## src/rtl/align_guard_pkg.sv

```systemverilog
package align_guard_pkg;

  localparam int SIZE_W   = 2;
  localparam int CPL_W    = 2;
  localparam int LOW_BITS = 3;
  localparam logic [CPL_W-1:0] USER_CPL = 2'd3;

  typedef struct packed {
    logic capture;
  } guardStrobes_t;

  // For each size code, the low address bits that must all be zero.
  function automatic logic [LOW_BITS-1:0] sizeMask(input logic [SIZE_W-1:0] sizeCode);
    logic [LOW_BITS-1:0] mask;
    for (int i = 0; i < LOW_BITS; i++) begin
      mask[i] = (int'(sizeCode) > i);
    end
    return mask;
  endfunction

endpackage

```

## src/rtl/align_guard_ctrl.sv

```systemverilog
module align_guard_ctrl
  import align_guard_pkg::*;
(
  input  logic                accValid,
  input  logic [LOW_BITS-1:0] addrLow,
  input  logic [SIZE_W-1:0]   accSize,
  input  logic [CPL_W-1:0]    accCpl,
  input  logic                accImplicitSup,
  input  logic                flagAlign,
  input  logic                ctrlAlignMask,
  output guardStrobes_t       strobes
);

  logic checkEnabled;
  logic userAccess;
  logic misaligned;

  always_comb begin
    checkEnabled    = flagAlign && ctrlAlignMask;
    userAccess      = (accCpl == USER_CPL) && !accImplicitSup;
    misaligned      = |(addrLow & sizeMask(accSize));
    strobes.capture = accValid && checkEnabled && userAccess && misaligned;
  end

endmodule

```

## src/rtl/align_guard_dp.sv

```systemverilog
module align_guard_dp
  import align_guard_pkg::*;
#(
  parameter int ADDR_W = 32
) (
  input  logic              clk,
  input  logic              rstN,
  input  guardStrobes_t     strobes,
  input  logic [ADDR_W-1:0] accAddr,
  output logic              faultPulse,
  output logic [ADDR_W-1:0] faultAddr
);

  always_ff @(posedge clk or negedge rstN) begin
    if (!rstN) begin
      faultPulse <= 1'b0;
      faultAddr  <= '0;
    end else begin
      faultPulse <= strobes.capture;
      if (strobes.capture) begin
        faultAddr <= accAddr;
      end
    end
  end

endmodule

```

## src/rtl/align_guard.sv

```systemverilog
module align_guard
  import align_guard_pkg::*;
#(
  parameter int ADDR_W = 32
) (
  input  logic              clk,
  input  logic              rstN,
  input  logic              accValid,
  input  logic [ADDR_W-1:0] accAddr,
  input  logic [1:0]        accSize,
  input  logic [1:0]        accCpl,
  input  logic              accImplicitSup,
  input  logic              flagAlign,
  input  logic              ctrlAlignMask,
  output logic              faultPulse,
  output logic [ADDR_W-1:0] faultAddr
);

  guardStrobes_t strobes;

  align_guard_ctrl u_ctrl (
    .accValid       (accValid),
    .addrLow        (accAddr[LOW_BITS-1:0]),
    .accSize        (accSize),
    .accCpl         (accCpl),
    .accImplicitSup (accImplicitSup),
    .flagAlign      (flagAlign),
    .ctrlAlignMask  (ctrlAlignMask),
    .strobes        (strobes)
  );

  align_guard_dp #(.ADDR_W(ADDR_W)) u_dp (
    .clk        (clk),
    .rstN       (rstN),
    .strobes    (strobes),
    .accAddr    (accAddr),
    .faultPulse (faultPulse),
    .faultAddr  (faultAddr)
  );

endmodule

```

## config.mk

```make
export PLATFORM = sky130hd
export DESIGN_NAME = align_guard
export DESIGN_NICKNAME = d
export VERILOG_FILES = /design/src/rtl/align_guard_pkg.sv /design/src/rtl/align_guard_ctrl.sv /design/src/rtl/align_guard_dp.sv /design/src/rtl/align_guard.sv
export SDC_FILE = /design/constraint.sdc
export NUM_CORES = 1
export LEC_CHECK = 0
export ABC_AREA = 1
export BUFFER_PORTS_ARGS = -buffer_cell sky130_fd_sc_hd__buf_4
export CAP_MARGIN = 20
export CORE_UTILIZATION = 44
export DETAILED_ROUTE_END_ITERATION = 6
export GPL_ROUTABILITY_DRIVEN = 0
export GPL_TIMING_DRIVEN = 0
export PLACE_DENSITY = 0.85
export SYNTH_ARGS = -nofsm -noshare
export SYNTH_HDL_FRONTEND = slang
export SYNTH_SLANG_ARGS = --single-unit
```

## constraint.sdc

```tcl
create_clock -name clk -period 0.8 [get_ports clk]
set_input_delay 0.08 -clock clk [delete_from_list [all_inputs] [get_ports clk]]
set_output_delay 0.08 -clock clk [all_outputs]
set_load 0.02 [all_outputs]
```

==> results.sh <==
export IMPL_status="finished with violations"
export IMPL_violations="setup timing"
export IMPL_routed_wl_um=5500
export IMPL_syn_nets=193
export IMPL_totalPowerFinal_mw=4.78
export IMPL_maxCapViolCount=0
export IMPL_slowest_stage="dfrtp_1"
export IMPL_grt_first_pass_wirelength_um=6930
export IMPL_maxSlewViolCount=0
export IMPL_insertion_delay_ns=0.32
export IMPL_clkTransAtPathRegs_ns=0.10
export IMPL_tritoncts="built"
export IMPL_design_die_area_um2=3380
export IMPL_clock_skew_ns=0
export IMPL_crit_arrival_ns=0.89
export IMPL_via_count=1667
export IMPL_grt_overflow_total=0
export IMPL_avgRoutedWirePerCell_um=16.7
export IMPL_drtPass1Iterations=4
export IMPL_power_per_cell_area_nw_per_um2=1790
export IMPL_cts_buffer_depth=2
export IMPL_finalCritPeriodShare_pct=122
export IMPL_path_cells="buf_6"
export IMPL_die_h_um=58.1
export IMPL_rsz0062_at_grt="yes"
export IMPL_grt_pass1_vias=1610
export IMPL_ios=75
export IMPL_track_usage_pct=29.0
export IMPL_syn_to_final_growth_pct=92.4
export IMPL_ant_nets=0
export IMPL_leakagePower_nw=1.50
export IMPL_synthCells=151
export IMPL_final_setup_viol_count=40
export IMPL_drc=0
export IMPL_fin_setup_tns_ns=-5.15
export IMPL_crit_fanout=2
export IMPL_worstMarginPinSlew_ns=0.413
export IMPL_drive_gt1_share_pct=41.3
export IMPL_ys_seq_area_share_pct=59.6
export IMPL_endpoint_kind="output port"
export IMPL_cts_root_buffer="clkbuf_4"
export IMPL_fillers=140
export IMPL_clock_sinks=33
export IMPL_cts_max_level=2
export IMPL_yosys_warnings=0
export IMPL_row_count=20
export IMPL_slowest_delay_ns=0.42
export IMPL_peakVddDrop_mv=1.13
export IMPL_period_minus_slack_ns=0.973
export IMPL_crit_family="flip-flops"
export IMPL_core_area_um2=3030
export IMPL_required_ns=0.72
export IMPL_portBuffers=74
export IMPL_hold_viol_final=0
export IMPL_numCtsBuffers=5
export IMPL_num_antenna_cells=0
export IMPL_slew_headroom_pct=72.5
export IMPL_max_freq_mhz=1030
export IMPL_critical_path_class="reg -> out"
export IMPL_via_per_inst=5.05
export IMPL_crit_buf_inv=1
export IMPL_start_kind="register"
export IMPL_ys_ff_latch=33
export IMPL_antenna_found_initial=0
export IMPL_start_util_pct=45.8
export IMPL_final_cell_mix="buf_4 (69), nand2_1 (67), buf_6 (37)"
export IMPL_fin_ws_ns=-0.173
export IMPL_avgSynthCellArea_um2=9.18
export IMPL_synth_cell_types=11
export IMPL_dpl_hpwl_um=2310
export IMPL_final_nets=328
export IMPL_drt_iter0_drc=67
export IMPL_final_common_cell="buf_4"
export IMPL_grt_max_degree=34
export IMPL_worst_hold_path_type="in -> reg"
export IMPL_syn_area_um2=1390
export IMPL_die_w_um=58.1
[repair_timing]
item,CTS,global route
resized for setup,33,3
endpoints found under the setup margin,33,33
buffers inserted,8,15
hold endpoints to repair,63,0
hold buffers,31,0
[Yosys cell counts]
master / n / area (um^2)
inv_1: 2 / 7.51
inv_2: 1 / 3.75
nand2_1: 69 / 259
nand2_4: 1 / 11.3
buf_4: 6 / 45.0
nor2_4: 1 / 11.3
nand3b_4: 1 / 20.0
nor2_1: 1 / 3.75
dfrtp_1: 33 / 826
nand3_1: 33 / 165
buf_6: 3 / 33.8
[final timing paths]
kind | start | to | slack (ns) | cells past startpoint
max in group asynchronous | rstN | u_dp.faultAddr[2]$_DFFE_PN0P_ | 0.21 | 2
worst max-delay path | u_dp.faultAddr[12]$_DFFE_PN0P_ | faultAddr[12] | -0.17 | 1
worst max register to register | u_dp.faultAddr[27]$_DFFE_PN0P_ | u_dp.faultAddr[27]$_DFFE_PN0P_ | -0.08 | 4
worst min register to register | u_dp.faultAddr[1]$_DFFE_PN0P_ | u_dp.faultAddr[1]$_DFFE_PN0P_ | 0.51 | 2
min in group asynchronous | rstN | u_dp.faultAddr[13]$_DFFE_PN0P_ | 0.29 | 2
worst min-delay path | accAddr[16] | u_dp.faultAddr[16]$_DFFE_PN0P_ | 0.01 | 3
[routing by layer]
metal  global-route usage [%]  vias to the layer above  part of all wire [%]
met2                     55.0                      110                    55
met4                     22.8                        0                   5.4
li1                         -                      745                     -
met1                     27.0                      779                    34
met3                     4.91                       33                   5.1
met5                        0                        -                     0
[report_power, final]
part | total [mW] | internal [mW] | switching, mW | leakage, nW
Combinational | 1.75 | 0.963 | 0.782 | 1.03
Sequential | 2.08 | 1.90 | 0.186 | 0.441
Clock | 0.948 | 0.415 | 0.533 | 0.0314
Total | 4.78 | 3.28 | 1.50 | 1.50
[through the flow]
stage          utilization (%)  instances  worst slack [ns]  hold WS [ns]  area [um^2]
4_1_cts                   84.1        315            -0.165       0.00270         2550
2_1_floorplan                -        151          -0.00146        -0.216         1390
6_report                  88.1        330            -0.173        0.0122         2670
3_5_place_dp              66.0        269            -0.215        0.0405         2000
3_3_place_gp              66.0        269            -0.188        0.0413         2000
5_1_grt                   88.1        330            -0.196        0.0205         2670
[sequential cells by signal, summed over array words and instances, names as in the netlist]
register         cells
u_dp.faultPulse      1
u_dp.faultAddr      32
[cells by family (layout without fill, tap and decap cells)]
| group | count (synthesis) | count (layout) | share of synthesized area [%] |
|---|---|---|---|
| AND/OR/NAND/NOR | 106 | 106 | 33.9 |
| flip-flops | 33 | 33 | 59.6 |
| buffers and inverters | 12 | 147 | 6.50 |
[cell type report]
cell class / instances / area (um^2) / area share, %
multi-input combinational: 106 / 475 / 17.8
clock buffer: 7 / 55.1 / 2.06
sequential: 33 / 826 / 31.0
inverter: 3 / 11.3 / 0.422
tap: 44 / 55.1 / 2.06
buffer: 9 / 78.8 / 2.95
timing repair buffer: 128 / 1170 / 43.7
Power figures use the tool's default switching activity.
